<file path="src/rtl/radc_pkg.sv">
package radc_pkg;
    localparam int OUT_W  = 8;
    localparam int FRAC_W = 8;

    typedef enum logic [2:0] {
        CSEL_LIMIT = 3'd0,
        CSEL_EDGE  = 3'd1,
        CSEL_GAIN  = 3'd2,
        CSEL_RAMP  = 3'd3,
        CSEL_PHASE = 3'd4
    } csel_e;

    typedef struct packed {
        logic             err;
        logic [OUT_W-1:0] code;
    } sample_t;
endpackage

</file>
<file path="src/rtl/radc_therm_decode.sv">
module radc_therm_decode #(
    parameter int TAPS  = 64,
    parameter int CNT_W = $clog2(TAPS + 1)
) (
    input  logic [TAPS-1:0]  therm,
    input  logic [CNT_W-1:0] limit,
    output logic [CNT_W-1:0] count
);
    logic [TAPS-1:0] kept;
    logic [TAPS-1:0] healed;

    // trim the line to the programmed length, then fill lone bubbles
    for (genvar i = 0; i < TAPS; i++) begin : g_tap
        assign kept[i] = therm[i] & (CNT_W'(i) < limit);
        if (i == 0 || i == TAPS - 1) begin : g_edge
            assign healed[i] = kept[i];
        end else begin : g_mid
            assign healed[i] = kept[i] | (kept[i-1] & kept[i+1]);
        end
    end

    // length of the run of ones starting at tap 0
    always_comb begin : p_count
        logic run;
        run   = 1'b1;
        count = '0;
        for (int i = 0; i < TAPS; i++) begin
            run   = run & healed[i];
            count = count + CNT_W'(run);
        end
    end
endmodule

</file>
<file path="src/rtl/radc_chan_correct.sv">
module radc_chan_correct
    import radc_pkg::*;
#(
    parameter int CNT_W  = 7,
    parameter int GAIN_W = 9,
    parameter int OFS_W  = 8
) (
    input  logic                    present,
    input  logic [CNT_W-1:0]        count,
    input  logic [CNT_W-1:0]        edge_off,
    input  logic [GAIN_W-1:0]       gain,
    input  logic signed [OFS_W-1:0] ramp_off,
    input  logic signed [OFS_W-1:0] phase_off,
    output sample_t                 result
);
    localparam int ACC_W = CNT_W + GAIN_W + 4;
    localparam logic signed [ACC_W-1:0] TOP = ACC_W'((1 << OUT_W) - 1);

    logic signed [ACC_W-1:0] diff;
    logic signed [ACC_W-1:0] prod;
    logic signed [ACC_W-1:0] scaled;
    logic signed [ACC_W-1:0] total;

    always_comb begin
        // stage order: edge offset, ramp gain, ramp offset, phase alignment
        diff   = $signed(ACC_W'(count)) - $signed(ACC_W'(edge_off));
        prod   = diff * $signed(ACC_W'(gain));
        scaled = prod >>> FRAC_W;
        total  = scaled + ACC_W'(ramp_off) + ACC_W'(phase_off);

        result.err = !present || (count == '0);
        if (result.err) begin
            result.code = '0;
        end else if (total < 0) begin
            result.code = '0;
        end else if (total > TOP) begin
            result.code = '1;
        end else begin
            result.code = total[OUT_W-1:0];
        end
    end
endmodule

</file>
<file path="src/rtl/radc_coef_bank.sv">
module radc_coef_bank
    import radc_pkg::*;
#(
    parameter int NCH    = 6,
    parameter int TAPS   = 64,
    parameter int CNT_W  = 7,
    parameter int GAIN_W = 9,
    parameter int OFS_W  = 8,
    parameter int CH_W   = 3
) (
    input  logic                          clk,
    input  logic                          rst_n,
    input  logic                          wr_en,
    input  logic [CH_W-1:0]               wr_ch,
    input  logic [2:0]                    wr_sel,
    input  logic [GAIN_W-1:0]             wr_data,
    output logic [NCH-1:0][CNT_W-1:0]     limit,
    output logic [NCH-1:0][CNT_W-1:0]     edge_off,
    output logic [NCH-1:0][GAIN_W-1:0]    gain,
    output logic [NCH-1:0][OFS_W-1:0]     ramp_off,
    output logic [NCH-1:0][OFS_W-1:0]     phase_off
);
    typedef struct packed {
        logic [NCH-1:0][CNT_W-1:0]  limit;
        logic [NCH-1:0][CNT_W-1:0]  edge_off;
        logic [NCH-1:0][GAIN_W-1:0] gain;
        logic [NCH-1:0][OFS_W-1:0]  ramp_off;
        logic [NCH-1:0][OFS_W-1:0]  phase_off;
    } bank_t;

    bank_t bank_d, bank_q;

    always_comb begin
        bank_d = bank_q;
        if (wr_en && (wr_ch < CH_W'(NCH))) begin
            case (csel_e'(wr_sel))
                CSEL_LIMIT: bank_d.limit[wr_ch]     = wr_data[CNT_W-1:0];
                CSEL_EDGE:  bank_d.edge_off[wr_ch]  = wr_data[CNT_W-1:0];
                CSEL_GAIN:  bank_d.gain[wr_ch]      = wr_data;
                CSEL_RAMP:  bank_d.ramp_off[wr_ch]  = wr_data[OFS_W-1:0];
                CSEL_PHASE: bank_d.phase_off[wr_ch] = wr_data[OFS_W-1:0];
                default: ;
            endcase
        end
    end

    always_ff @(posedge clk or negedge rst_n) begin
        if (!rst_n) begin
            for (int c = 0; c < NCH; c++) begin
                bank_q.limit[c]     <= CNT_W'(TAPS);
                bank_q.edge_off[c]  <= '0;
                bank_q.gain[c]      <= GAIN_W'(1 << FRAC_W);
                bank_q.ramp_off[c]  <= '0;
                bank_q.phase_off[c] <= '0;
            end
        end else begin
            bank_q <= bank_d;
        end
    end

    assign limit     = bank_q.limit;
    assign edge_off  = bank_q.edge_off;
    assign gain      = bank_q.gain;
    assign ramp_off  = bank_q.ramp_off;
    assign phase_off = bank_q.phase_off;
endmodule

</file>
<file path="src/rtl/radc_merge.sv">
module radc_merge
    import radc_pkg::*;
#(
    parameter int NCH  = 6,
    parameter int PH_W = 3
) (
    input  logic                clk,
    input  logic                rst_n,
    input  logic                frame_vld,
    input  sample_t [NCH-1:0]   lanes,
    output logic                out_vld,
    output logic [PH_W-1:0]     out_phase,
    output sample_t             out_smp
);
    localparam logic [PH_W-1:0] LAST = PH_W'(NCH - 1);

    typedef struct packed {
        logic              busy;
        logic [PH_W-1:0]   slot;
        sample_t [NCH-1:0] held;
    } mst_t;

    mst_t st_d, st_q;
    logic take;

    always_comb begin
        take = frame_vld && (!st_q.busy || st_q.slot == LAST);
        st_d = st_q;
        if (take) begin
            st_d.busy = 1'b1;
            st_d.slot = '0;
            st_d.held = lanes;
        end else if (st_q.busy) begin
            if (st_q.slot == LAST) begin
                st_d.busy = 1'b0;
                st_d.slot = '0;
            end else begin
                st_d.slot = st_q.slot + PH_W'(1);
            end
        end
    end

    always_ff @(posedge clk or negedge rst_n) begin
        if (!rst_n) begin
            st_q <= '0;
        end else begin
            st_q <= st_d;
        end
    end

    assign out_vld   = st_q.busy;
    assign out_phase = st_q.slot;
    assign out_smp   = st_q.held[st_q.slot];
endmodule

</file>
<file path="src/rtl/radc_backend.sv">
module radc_backend
    import radc_pkg::*;
#(
    parameter int NCH    = 6,
    parameter int TAPS   = 64,
    parameter int GAIN_W = 9,
    parameter int OFS_W  = 8,
    localparam int CNT_W = $clog2(TAPS + 1),
    localparam int CH_W  = $clog2(NCH),
    localparam int PH_W  = CH_W
) (
    input  logic                   clk,
    input  logic                   rst_n,
    input  logic                   frame_vld,
    input  logic [NCH*TAPS-1:0]    frame_therm,
    input  logic [NCH-1:0]         frame_present,
    input  logic                   cfg_wr,
    input  logic [CH_W-1:0]        cfg_ch,
    input  logic [2:0]             cfg_sel,
    input  logic [GAIN_W-1:0]      cfg_data,
    output logic                   smp_vld,
    output logic [PH_W-1:0]        smp_phase,
    output logic [OUT_W-1:0]       smp_code,
    output logic                   smp_err
);
    logic [NCH-1:0][CNT_W-1:0]  limit;
    logic [NCH-1:0][CNT_W-1:0]  edge_off;
    logic [NCH-1:0][GAIN_W-1:0] gain;
    logic [NCH-1:0][OFS_W-1:0]  ramp_off;
    logic [NCH-1:0][OFS_W-1:0]  phase_off;
    logic [NCH-1:0][CNT_W-1:0]  count;
    sample_t [NCH-1:0]          lanes;
    sample_t                    smp;

    radc_coef_bank #(
        .NCH(NCH), .TAPS(TAPS), .CNT_W(CNT_W),
        .GAIN_W(GAIN_W), .OFS_W(OFS_W), .CH_W(CH_W)
    ) u_bank (
        .clk(clk), .rst_n(rst_n),
        .wr_en(cfg_wr), .wr_ch(cfg_ch), .wr_sel(cfg_sel), .wr_data(cfg_data),
        .limit(limit), .edge_off(edge_off), .gain(gain),
        .ramp_off(ramp_off), .phase_off(phase_off)
    );

    for (genvar c = 0; c < NCH; c++) begin : g_lane
        radc_therm_decode #(.TAPS(TAPS), .CNT_W(CNT_W)) u_dec (
            .therm(frame_therm[c*TAPS +: TAPS]),
            .limit(limit[c]),
            .count(count[c])
        );
        radc_chan_correct #(.CNT_W(CNT_W), .GAIN_W(GAIN_W), .OFS_W(OFS_W)) u_cor (
            .present(frame_present[c]),
            .count(count[c]),
            .edge_off(edge_off[c]),
            .gain(gain[c]),
            .ramp_off(ramp_off[c]),
            .phase_off(phase_off[c]),
            .result(lanes[c])
        );
    end

    radc_merge #(.NCH(NCH), .PH_W(PH_W)) u_merge (
        .clk(clk), .rst_n(rst_n),
        .frame_vld(frame_vld),
        .lanes(lanes),
        .out_vld(smp_vld),
        .out_phase(smp_phase),
        .out_smp(smp)
    );

    assign smp_code = smp.code;
    assign smp_err  = smp.err;
endmodule

</file>
<file path="config.mk">
export PLATFORM = sky130hd
export DESIGN_NAME = radc_backend
export DESIGN_NICKNAME = d
export VERILOG_FILES = /design/src/rtl/radc_pkg.sv /design/src/rtl/radc_therm_decode.sv /design/src/rtl/radc_chan_correct.sv /design/src/rtl/radc_coef_bank.sv /design/src/rtl/radc_merge.sv /design/src/rtl/radc_backend.sv
export SDC_FILE = /design/constraint.sdc
export NUM_CORES = 2
export LEC_CHECK = 0
export ABC_AREA = 1
export BUFFER_PORTS_ARGS = -buffer_cell sky130_fd_sc_hd__buf_2
export CORE_UTILIZATION = 40
export DETAILED_ROUTE_END_ITERATION = 6
export PLACE_DENSITY = 0.59
export SYNTH_ARGS = -nofsm -noshare
export SYNTH_HDL_FRONTEND = slang
export SYNTH_SLANG_ARGS = --single-unit
</file>
<file path="constraint.sdc">
create_clock -name clk -period 23.9 [get_ports clk]
set_input_delay 2.39 -clock clk [delete_from_list [all_inputs] [get_ports clk]]
set_output_delay 2.39 -clock clk [all_outputs]
set_load 0.01 [all_outputs]
</file>
==> impl_metrics.tcl <==
set metrics [dict create \
    status "finished clean" \
    crit_top_cell "fa_1" \
    switching_share_pct 52.3 \
    start_util_pct 40.4 \
    antenna_found_initial 11 \
    clk_latency_ps 570 \
    clock-sinks 292 \
    whs_ps 483 \
    ys_seq_area_share_pct 14.4 \
    clock-skew-final_ps 27.4 \
    clock_power_share_pct 11.3 \
    switching_power_uw 2800 \
    slowest_delay_ps 560 \
    regArea_sq_um 7320 \
    dp_cells 8664 \
    period_minus_slack_ps 20830 \
    design.core.area_sq_um 126000 \
    postCtsHoldBufs 0 \
    stdcell_count 8737 \
    leakagePower_uw 0.0283 \
    routed_wirelength_um 142000 \
    tightestPinTransition_ps 1220 \
    internal-power_uw 2550 \
    p_seq_share_pct 12.2 \
    slew_violations 0 \
    via_per_inst 4.99 \
    syn_nets 8197 \
    vdd_drop_max_mv 0.0682 \
    synth_edf_count 0 \
    fmax_ghz 0.0480 \
    r2r-start "u_bank.limit[37]" \
    cp-start-kind "input pin" \
    num_vias 43625 \
    synth_cells 6684 \
    arrival_ps 21310 \
    slowest_stage "a21oi_1" \
    detail_route.wl_per_cell_um 16.2 \
    numCtsBuffers 36 \
    drv_cap 0 \
    ff2ff_path_depth 93 \
    clockRootBuffer "clkbuf_16" \
    final_cell_mix "inv_1, nand2_1, nor2_1, o21ai_0, fa_1" \
    die_h_um 359 \
    critPathRequiredTime_ps 24380 \
    p_comb_share_pct 76.6 \
    ys_ff_latch 292 \
    grt_pass1_wl_um 231000 \
    cts.htree.levels 2 \
    numPortBuffers 421 \
    postCtsSetupBuffers 0 \
    path_class "input pin to flop" \
    powerDensity_nw_per_um2 95.5 \
    drive_above_1_share_pct 11.9 \
    end_kind "flop" \
    syn_avg_cell_area_sq_um 7.62 \
    fin_crit_sh_pct 87.1 \
    dr.pass1.iters 6 \
    multiInputGateArea_sq_um 37100 \
    grtUsageTotal_pct 22.1 \
    crit_path_max_fanout 8 \
    final_common_cell "inv_1" \
    fillers 12892 \
    drtIter0Drc 2929 \
    ctsLongestPathBuffers 3 \
    syn_to_final_growth_pct 10.1 \
    cts_resized 0 \
    syn_area_sq_um 51000 \
    clk_pin_slew_ps 60 \
    hold_violations 0 \
    cts_tree "yes" \
    die_x_um 359 \
    grt_pass1_vias 43891 \
    worstSetupStartpoint "frame_therm[320]" \
    synthArstFlopShare_pct 100 \
    nets 8565 \
    yosysUniqueCellTypes 62 \
    drc 0 \
    crit_path_end "u_merge.st_q[52]" \
    dieArea_sq_um 129000 \
    r2r_end "u_merge.st_q[52]" \
    pre_cts_ws_ps 2410 \
    setup_viol 0 \
    min_path_type "flop to flop" \
    postRouteAntennaNets 0 \
    relSlewSlack_pct 17.9 \
    pin_count 422 \
    finalWeightedCongestion 0.949 \
    ys.warnings.count 0 \
    fin_tns_setup_ps 0 \
    gr-total-overflow 0 \
    rrSetupSlack_ps 3750 \
    hpwl_um 118000 \
    ys.flop_type "dfrtp_1" \
    grt_max_degree 97 \
    rsz0062_at_grt "no" \
    fin_ws_ps 3070 \
    num_rows 130 \
]
==> metrics by stage <==
step                util (%)  power (uW)  instance area, sq um
floorplan                  -        3800                 51000
global placement        43.5        4720                 54800
detailed placement      43.5        4760                 54800
CTS                     44.5        5410                 56100
global route            44.5        6020                 56100
finish                  44.5        5360                 56100
==> worst max-delay path, delay by kind of cell <==
family	cells	cell delay (ps)
buf+inv	14	830
compound gates	15	3260
simple gates	43	6110
fa+ha+maj	18	8160
xor+xnor	3	580
==> cell type report <==
type | count | share of cell area [%]
inverter | 1615 | 10.8
multi-input combinational | 4674 | 66.2
clock buffer | 43 | 1.71
tap | 1650 | 3.68
clock inverter | 23 | 0.573
timing repair buffer | 433 | 3.94
antenna | 7 | 0.0312
sequential | 292 | 13.1
==> synth_stat cells (all sizes together) (25+ instances only) <==
master | count | share of area [%]
clkbuf | 78 | 0.57
o21ai | 609 | 6.0
xor2 | 88 | 1.5
a21oi | 286 | 2.8
o21bai | 37 | 0.55
nand2 | 979 | 7.4
inv | 1611 | 12
nand3 | 148 | 1.5
o22ai | 87 | 1.1
buf | 25 | 0.43
fa | 588 | 23
or2 | 54 | 0.66
nor2 | 838 | 7.5
o211ai | 87 | 1.3
nand4 | 93 | 2.6
xnor2 | 76 | 1.3
dfrtp | 280 | 14
nor3 | 28 | 0.28
ha | 516 | 13
==> metal layers <==
layer  wire length, um  up-vias  global-route usage (%)
met2             67100      991                    37.0
met1             65100    20761                    30.6
met5                23        -                       0
met3              6270      181                    2.24
met4              3450        4                    5.30
li1                  -    21688                       -
==> logic make-up after synthesis <==
family | synth area share [%]
and+or+nand+nor | 20.7
buffers and inverters | 12.9
AOI/OAI and AO/OA | 13.4
adders and majority gates | 35.8
DFF | 14.4
xor gates and xnor gates | 2.82
==> power by group through the flow <==
stage | logic, uW | registers (uW) | clock network [uW]
floorplan | 3170 | 626 | 0
global placement | 4060 | 660 | 0
detailed placement | 4100 | 660 | 0
CTS | 4140 | 652 | 618
global route | 4720 | 664 | 638
finish | 4100 | 653 | 603
==> sequential cells by signal, summed over array words and instances, names as in the netlist <==
signal and cells:
u_bank.limit 42, u_bank.gain 54, u_bank.phase_off 48, u_merge.out_phase 3, u_bank.edge_off 42, u_merge.out_vld 1
u_merge.st_q 54, u_bank.ramp_off 48
==> worst min-delay path by stage <==
stage,cells after the start,endpoint,start
2_1_floorplan,2,u_merge.st_q[10],u_merge.st_q[10]
3_3_place_gp,2,u_bank.edge_off[41],u_bank.edge_off[41]
3_5_place_dp,2,u_bank.edge_off[39],u_bank.edge_off[39]
4_1_cts,2,u_bank.edge_off[39],u_bank.edge_off[39]
5_1_grt,2,u_bank.edge_off[30],u_bank.edge_off[30]
6_report,2,u_bank.edge_off[18],u_bank.edge_off[18]
(Power assumes the default switching activity.)
